## config.mk

```make
export PLATFORM = sky130hd
export DESIGN_NAME = addr_former
export DESIGN_NICKNAME = d
export VERILOG_FILES = /design/src/rtl/addr_form_pkg.sv /design/src/rtl/base_reg_file.sv /design/src/rtl/addr_resolve.sv /design/src/rtl/addr_former.sv
export SDC_FILE = /design/constraint.sdc
export NUM_CORES = 1
export LEC_CHECK = 0
export BUFFER_PORTS_ARGS = -buffer_cell sky130_fd_sc_hd__buf_2
export CORE_MARGIN = 4
export CORE_UTILIZATION = 33
export DETAILED_ROUTE_END_ITERATION = 10
export MAX_ROUTING_LAYER = met4
export PLACE_DENSITY = 0.53
export SKIP_CTS_REPAIR_TIMING = 1
export SYNTH_ARGS = -nofsm -noshare
export SYNTH_HDL_FRONTEND = slang
export SYNTH_SLANG_ARGS = --single-unit
export TNS_END_PERCENT = 50
```

## constraint.sdc

```tcl
create_clock -name clk -period 5.8 [get_ports clk]
set_clock_uncertainty 0.15 [all_clocks]
set_input_delay 0.29 -clock clk [delete_from_list [all_inputs] [get_ports clk]]
set_output_delay 0.29 -clock clk [all_outputs]
set_load 0.1 [all_outputs]
```

## src/rtl/addr_form_pkg.sv

```systemverilog
package addr_form_pkg;

    localparam int NUM_BASE = 8;
    localparam int IDX_W    = $clog2(NUM_BASE);
    localparam int ADDR_W   = 18;
    localparam int CTRL_W   = 6;
    localparam int DISP_W   = 15;
    localparam int BREG_W   = ADDR_W + CTRL_W;
    localparam int INSTR_W  = 36;
    localparam int OP_W     = 9;
    localparam int TAG_W    = 6;

    typedef struct packed {
        logic [CTRL_W-1:0] ctrl;
        logic [ADDR_W-1:0] addr;
    } base_reg_t;

    typedef struct packed {
        logic [IDX_W-1:0]  br;
        logic [DISP_W-1:0] disp;
        logic [OP_W-1:0]   op;
        logic              op_ext;
        logic              inhibit;
        logic              based;
        logic [TAG_W-1:0]  tag;
    } instr_t;

    typedef struct packed {
        logic              fault;
        logic [ADDR_W-1:0] seg;
        logic [ADDR_W-1:0] off;
    } result_t;

    function automatic logic is_internal(base_reg_t r);
        return r.ctrl[0];
    endfunction

    function automatic logic [IDX_W-1:0] partner_of(base_reg_t r);
        return r.ctrl[IDX_W:1];
    endfunction

endpackage

```

## src/rtl/base_reg_file.sv

```systemverilog
module base_reg_file
    import addr_form_pkg::*;
#(
    parameter int N_REGS = NUM_BASE,
    parameter int W      = BREG_W
) (
    input  logic                      clk,
    input  logic                      rst,
    input  logic                      wr_en,
    input  logic [$clog2(N_REGS)-1:0] wr_idx,
    input  logic [W-1:0]              wr_data,
    input  logic [$clog2(N_REGS)-1:0] rd0_idx,
    output logic [W-1:0]              rd0_data,
    input  logic [$clog2(N_REGS)-1:0] rd1_idx,
    output logic [W-1:0]              rd1_data
);
    localparam int IW = $clog2(N_REGS);

    logic [W-1:0] regs [N_REGS];

    for (genvar g = 0; g < N_REGS; g++) begin : g_reg
        always_ff @(posedge clk) begin
            if (rst)
                regs[g] <= '0;
            else if (wr_en && wr_idx == IW'(g))
                regs[g] <= wr_data;
        end
    end

    assign rd0_data = regs[rd0_idx];
    assign rd1_data = regs[rd1_idx];

    // a write lands at the following edge
    p_write_lands_r8: assert property (@(posedge clk) disable iff (rst)
        wr_en |=> regs[$past(wr_idx)] == $past(wr_data));

endmodule

```

## src/rtl/addr_resolve.sv

```systemverilog
module addr_resolve
    import addr_form_pkg::*;
(
    input  instr_t    instr,
    input  logic      abs_mode,
    input  base_reg_t sel_reg,
    input  base_reg_t par_reg,
    output result_t   res
);
    always_comb begin
        res = '0;
        if (abs_mode || !instr.based) begin
            res.off = {instr.br, instr.disp};
        end else if (!is_internal(sel_reg)) begin
            res.seg = sel_reg.addr;
            res.off = ADDR_W'(instr.disp);
        end else if (is_internal(par_reg)) begin
            res.fault = 1'b1;
        end else begin
            res.seg = par_reg.addr;
            res.off = sel_reg.addr + ADDR_W'(instr.disp);
        end
    end

    logic unused_fields;
    assign unused_fields = ^{instr.op, instr.op_ext, instr.inhibit, instr.tag,
                             sel_reg.ctrl[CTRL_W-1:IDX_W+1],
                             par_reg.ctrl[CTRL_W-1:1]};

endmodule

```

## src/rtl/addr_former.sv

```systemverilog
module addr_former
    import addr_form_pkg::*;
(
    input  logic               clk,
    input  logic               rst,
    input  logic               wr_en,
    input  logic [IDX_W-1:0]   wr_idx,
    input  logic [BREG_W-1:0]  wr_data,
    input  logic               req_valid,
    input  logic [INSTR_W-1:0] req_instr,
    input  logic               abs_mode,
    output logic               rsp_valid,
    output logic [ADDR_W-1:0]  rsp_seg,
    output logic [ADDR_W-1:0]  rsp_off,
    output logic               rsp_fault
);
    instr_t     ins;
    base_reg_t  sel_r, par_r;
    logic [IDX_W-1:0] par_idx;
    result_t    next_res, res_q;
    logic       valid_q;

    assign ins     = instr_t'(req_instr);
    assign par_idx = partner_of(sel_r);

    base_reg_t  sel_raw, par_raw;
    assign sel_r = sel_raw;
    assign par_r = par_raw;

    base_reg_file #(.N_REGS(NUM_BASE), .W(BREG_W)) u_regs (
        .clk      (clk),
        .rst      (rst),
        .wr_en    (wr_en),
        .wr_idx   (wr_idx),
        .wr_data  (wr_data),
        .rd0_idx  (ins.br),
        .rd0_data (sel_raw),
        .rd1_idx  (par_idx),
        .rd1_data (par_raw)
    );

    addr_resolve u_resolve (
        .instr    (ins),
        .abs_mode (abs_mode),
        .sel_reg  (sel_r),
        .par_reg  (par_r),
        .res      (next_res)
    );

    always_ff @(posedge clk) begin
        if (rst) begin
            valid_q <= 1'b0;
            res_q   <= '0;
        end else begin
            valid_q <= req_valid;
            if (req_valid)
                res_q <= next_res;
        end
    end

    assign rsp_valid = valid_q;
    assign rsp_seg   = res_q.seg;
    assign rsp_off   = res_q.off;
    assign rsp_fault = res_q.fault;

    p_valid_follows_req_r2: assert property (@(posedge clk) disable iff (rst)
        req_valid |=> rsp_valid);

    p_valid_single_r2: assert property (@(posedge clk) disable iff (rst)
        !req_valid |=> !rsp_valid);

    p_abs_flat_r4: assert property (@(posedge clk) disable iff (rst)
        (req_valid && abs_mode) |=>
            (!rsp_fault && rsp_seg == '0 && rsp_off == $past(req_instr[35:18])));

    p_short_flat_r3: assert property (@(posedge clk) disable iff (rst)
        (req_valid && !req_instr[6]) |=>
            (!rsp_fault && rsp_seg == '0 && rsp_off == $past(req_instr[35:18])));

    p_fault_zero_r7: assert property (@(posedge clk) disable iff (rst)
        rsp_fault |-> (rsp_seg == '0 && rsp_off == '0));

endmodule

```

==> impl_metrics.env, run 1 <==
export IMPL_netlist_instances=940
export IMPL_violations="negative hold slack"
export IMPL_min_period_ns=3.79
export IMPL_critical_path_class="flip-flop to flip-flop"
export IMPL_synth_avg_cell_area_sq_um=12.0
export IMPL_root_buffer="clkbuf_16"
export IMPL_setup_viol=0
export IMPL_grt_max_degree=60
export IMPL_coreArea_sq_um=33700
export IMPL_finish_utilization=0.394
export IMPL_yosysTopAreaCellShare=0.467
export IMPL_post_dp_cell_area_sq_um=12400
export IMPL_critPathSlowestCell="nor2b_1"
export IMPL_wl_um=33400
export IMPL_yosysTopAreaCell="edfxtp_1"
export IMPL_clk_path_buf_depth=3
export IMPL_async_flop_share=0
export IMPL_drtAntennaViolNets=0
export IMPL_synth_area_leaders="edfxtp_1 47%, and2_1 9.9%, mux4_2 9.2%"
export IMPL_ir_worst_vdd_v=0.000181
export IMPL_worstPathArrival_ns=4.02
export IMPL_die_area_sq_um=37300
export IMPL_die_x_um=193
export IMPL_p_per_area_nw_per_um2=315
export IMPL_area_growth_pct=17.3
export IMPL_cp_start_kind="flip-flop"
export IMPL_insertion_delay_ns=0.53
export IMPL_place_congestion=0.860
export IMPL_synth_edff_count=176
export IMPL_worstPathCellList="mux4_2 -> mux2i_2 -> buf_4 -> nor2b_1 -> buf_4 -> a32oi_1 -> nand2_1 -> o221ai_1"
export IMPL_drv_slew=0
export IMPL_cp_end_kind="flip-flop"
export IMPL_final_cell_area_sq_um=13300
export IMPL_slowest_delay_ns=0.78
export IMPL_viasPerCell=5.23
export IMPL_yosysUniqueCellTypes=53
export IMPL_syn_cell_area_sq_um=11300
export IMPL_ys_seq_elements=214
export IMPL_drc=0
export IMPL_status="finished, violations left"
export IMPL_hp_class="input pin to flip-flop"
export IMPL_p_leak_nw=5.08
export IMPL_wl_per_cell_um=22.3
export IMPL_antenna_found_initial=1
export IMPL_cts_htree_levels=1
export IMPL_max_freq_mhz=264
export IMPL_finalWorstSetupSlack_ns=2.01
export IMPL_synthFlopType="edfxtp_1"
export IMPL_seq_area_frac_synth=0.534
export IMPL_synth_common_cells="179 x and2_1, 176 x edfxtp_1, 109 x nand2_1"
export IMPL_critPathMaxFanout=11
export IMPL_hold_ws_ns=-0.0241
export IMPL_syn_nets=1024
export IMPL_grt_pass1_vias=8047
export IMPL_drtIter0Drc=632
export IMPL_cts_tree="built"
export IMPL_start_util=0.336
export IMPL_setup_tns_ns=0
export IMPL_via_count=7817
export IMPL_rows=67
export IMPL_hold_viol=38
export IMPL_cpMostUsedCell="buf_4"
export IMPL_worst_pin_slew_ns=1.30
export IMPL_rsz0062_at_grt="false"
export IMPL_drive_gt1_frac=0.213
export IMPL_yosysMostFrequentCell="and2_1"
export IMPL_io_buffers=86
export IMPL_grt_total_usage=0.180
export IMPL_relSlewSlack=0.133
export IMPL_dp_final_hpwl_um=22500
export IMPL_layout_nets=1112
export IMPL_pre_cts_ws_ns=1.46
export IMPL_cts_sinks=214
export IMPL_fin_crit_sh=0.653
export IMPL_ys_warn_count=0
export IMPL_ios=106
export IMPL_grt_pass1_wl_um=50800
export IMPL_cts_buffers=24
export IMPL_dr_pass1_iters=7
export IMPL_grt_overflow_total=0
export IMPL_clk_pin_slew_ns=0.06
export IMPL_required_ns=6.04
export IMPL_max_cap_violations=0
export IMPL_die_y_um=193
## per-layer routing
metal / up-vias / global-route usage / share of wire
li1: 3667 / - / -
met1: 3894 / 0.237 / 0.44
met2: 210 / 0.301 / 0.49
met3: 46 / 0.0231 / 0.058
met4: 0 / 0.0386 / 0.020
met5: - / - / 0
## registers in the layout, summed over array words and instances (netlist names)
name,flops
u_regs.regs,176
rsp_off,18
rsp_seg,18
rsp_fault,1
rsp_valid,1
## logic make-up after synthesis
family	after synthesis	share of synthesized area
AO/OA/AOI/OAI	144	0.0917
XOR/XNOR	12	0.00928
adder cells (fa/ha/maj)	16	0.0183
buffers and inverters	81	0.0284
flip-flops	214	0.534
multiplexers	113	0.152
AND/OR/NAND/NOR	360	0.166
## path summary, 6_finish.rpt
kind / end / slack [ns] / start / depth (start not counted)
worst min-delay path: u_regs.regs[6][9] / -0.02 / wr_data[9] / 2
worst min register to register: rsp_seg[5] / 0.32 / rsp_seg[5] / 2
worst max-delay path: rsp_seg[16] / 2.01 / u_regs.regs[6][19] / 8
worst max register to register: rsp_seg[16] / 2.01 / u_regs.regs[6][19] / 8
## critical path, delay by kind of cell (launching register included)
kind            cells  cell delay [ns]
mux                 2             1.25
buf+inv             2             0.65
compound gates      2             0.23
flops               1             0.37
simple gates        2             0.99
## placed cells by master, fill, tap and decap left out, types with 25 or more instances in the layout
master,n
a21oi_1,30
a32oi_1,31
and2_1,179
buf_2,86
buf_4,27
clkbuf_16,25
dfxtp_1,38
edfxtp_1,176
mux2i_1,54
mux4_2,46
nand2_1,109
nor2_1,32
## per-stage QoR
stage,total power [mW],std cells
floorplan,2.41,940
global placement,2.65,1441
detailed placement,2.65,1441
CTS,4.21,1485
global route,4.36,1495
finish,4.18,1496
## power breakdown
| group | switching [mW] | total, mW | internal (mW) |
|---|---|---|---|
| Combinational | 0.527 | 0.810 | 0.283 |
| Clock | 0.638 | 1.56 | 0.919 |
| Sequential | 0.0507 | 1.81 | 1.76 |
## area by class of cell
class | count | area [sq um]
multi-input combinational | 645 | 5040
inverter | 19 | 71.3
sequential | 214 | 6050
clock inverter | 16 | 160
timing repair buffer | 124 | 763
tap | 448 | 561
fill | 3234 | 20400
antenna | 2 | 5.00
clock buffer | 28 | 637
(Power assumes the default switching activity.)
==> run 2, diff against run 1 <==
==> constraint.sdc (replaced) <==
create_clock -name clk -period 3.7 [get_ports clk]
set_clock_uncertainty 0.15 [all_clocks]
set_input_delay 0.185 -clock clk [delete_from_list [all_inputs] [get_ports clk]]
set_output_delay 0.185 -clock clk [all_outputs]
set_load 0.1 [all_outputs]
==> run 2 against run 1 <==
  * The flow now finishes without violations
  * Via count up 4.0%
  * Worst setup slack worse by 1.9 ns
  * Final cell count up 4.6%
  * Combinational power up 70%
  * Highest routed layer unchanged
==> impl_metrics.env, run 2 (synthesis results as in run 1) <==
export IMPL_drv_slew=0
export IMPL_final_instance_count_excl_fill=1565
export IMPL_pre_cts_ws_ns=-0.0114
export IMPL_min_period_ns=3.54
export IMPL_critPathSlowestCell="dlygate4sd3_1"
export IMPL_cp_start_kind="input pin"
export IMPL_via_count=8127
export IMPL_relSlewSlack=0.269
export IMPL_cts_sinks=214
export IMPL_largest_register_ffs=176
export IMPL_clk_path_buf_depth=3
export IMPL_max_cap_violations=0
export IMPL_hp_class="input pin to flip-flop"
export IMPL_io_buffers=86
export IMPL_final_cell_mix="179 x and2_1, 176 x edfxtp_1, 109 x nand2_1"
export IMPL_grt_pass1_vias=8084
export IMPL_clk_pin_slew_ns=0.06
export IMPL_min_to="rsp_off[15]"
export IMPL_total_power_mw=6.75
export IMPL_p_leak_nw=5.43
export IMPL_setup_tns_ns=0
export IMPL_max_flop_register="u_regs.regs"
export IMPL_viasPerCell=5.19
export IMPL_post_dp_cell_area_sq_um=12700
export IMPL_status="complete, no violations"
export IMPL_dp_final_hpwl_um=23000
export IMPL_antenna_found_initial=3
export IMPL_final_cell_area_sq_um=13900
export IMPL_die_x_um=193
export IMPL_fin_crit_sh=0.956
export IMPL_dp_cells=1476
export IMPL_worstPathCellList="buf_2 -> buf_12 -> buf_4 -> mux4_2 -> mux2_2 -> mux4_2 -> mux2i_1 -> and2_2 -> buf_4 -> nand2_1 -> a311oi_1 -> dlygate4sd3_1"
export IMPL_drive_gt1_frac=0.232
export IMPL_wl_um=34700
export IMPL_die_y_um=193
export IMPL_start_util=0.336
export IMPL_ir_worst_vdd_v=0.000292
export IMPL_coreArea_sq_um=33700
export IMPL_worst_path_buf_inv=5
export IMPL_hold_start="req_instr[6]"
export IMPL_fillers=3185
export IMPL_grt_overflow_total=0
export IMPL_worst_pin_slew_ns=1.10
export IMPL_cts_tree="built"
export IMPL_finalWorstSetupSlack_ns=0.164
export IMPL_drtAntennaViolNets=0
export IMPL_ios=106
export IMPL_rows=67
export IMPL_r2r_start="u_regs.regs[3][0]"
export IMPL_die_area_sq_um=37300
export IMPL_root_buffer="clkbuf_16"
export IMPL_worstPathArrival_ns=3.87
export IMPL_reg2reg_depth=12
export IMPL_wl_per_cell_um=22.2
export IMPL_crit_cells=12
export IMPL_area_growth_pct=23.2
export IMPL_max_freq_mhz=283
export IMPL_drc=0
export IMPL_grt_max_degree=60
export IMPL_p_per_area_nw_per_um2=484
export IMPL_slowest_delay_ns=0.58
export IMPL_drtIter0Drc=567
export IMPL_cts_htree_levels=1
export IMPL_grt_pass1_wl_um=51900
export IMPL_place_congestion=0.799
export IMPL_critPathMaxFanout=12
export IMPL_cp_end_kind="flip-flop"
export IMPL_rrSetupSlack_ns=0.20
export IMPL_required_ns=4.03
export IMPL_hold_depth=4
export IMPL_hold_viol=0
export IMPL_layout_cells_most_common="and2_1"
export IMPL_critical_path_class="input pin to flip-flop"
export IMPL_setup_viol=0
export IMPL_timing_rr_end="rsp_off[12]"
export IMPL_grt_total_usage=0.187
export IMPL_cp_top_family="multiplexers"
export IMPL_insertion_delay_ns=0.54
export IMPL_dr_pass1_iters=5
export IMPL_cts_buffers=25
export IMPL_layout_nets=1179
[run 2: final cells by class]
cell class                 instances  area, sq um  share of cell area
antenna                            3         7.51            0.000538
clock buffer                      27          633              0.0454
clock inverter                    19          201              0.0144
inverter                          19         71.3             0.00511
multi-input combinational        645         5040               0.361
sequential                       214         6050               0.434
tap                              448          561              0.0402
timing repair buffer             190         1390              0.0994
[run 2: stage by stage]
stage	hold slack, ns	util
3_5_place_dp	0.305	0.377
4_1_cts	-0.228	0.402
3_3_place_gp	0.303	0.377
2_1_floorplan	0.198	-
5_1_grt	0.0795	0.414
6_report	0.0383	0.414
[run 2: per-layer routing]
metal  up-vias  share of wire  global-route usage
li1       3797              -                   -
met4         0          0.016              0.0370
met2       271           0.47               0.300
met3        43          0.064              0.0308
met5         -              0                   -
met1      4016           0.45               0.253
[run 2: worst max-delay path by stage]
stage / startpoint / endpoint
5_1_grt: req_instr[33] / rsp_off[0]
2_1_floorplan: req_instr[33] / rsp_off[12]
3_3_place_gp: req_instr[33] / rsp_off[15]
4_1_cts: u_regs.regs[3][0] / rsp_off[12]
3_5_place_dp: req_instr[33] / rsp_off[15]
6_report: req_instr[33] / rsp_off[0]
[run 2: where the power goes]
part	internal [mW]	switching [mW]
combinational	0.520	0.860
clock	1.52	1.01
sequential	2.77	0.0804
total	4.80	1.95
[run 2: worst register-to-register path, stage by stage (launching register included)]
cell      delay [ns]
edfxtp_1        0.39
mux4_2          0.48
mux2_2          0.32
ha_1            0.23
inv_1           0.09
fa_1            0.21
nand2b_1        0.13
a21oi_1         0.10
o41a_1          0.42
a2111o_1        0.45
a21oi_1         0.17
nor3b_2         0.06
o221a_1         0.20
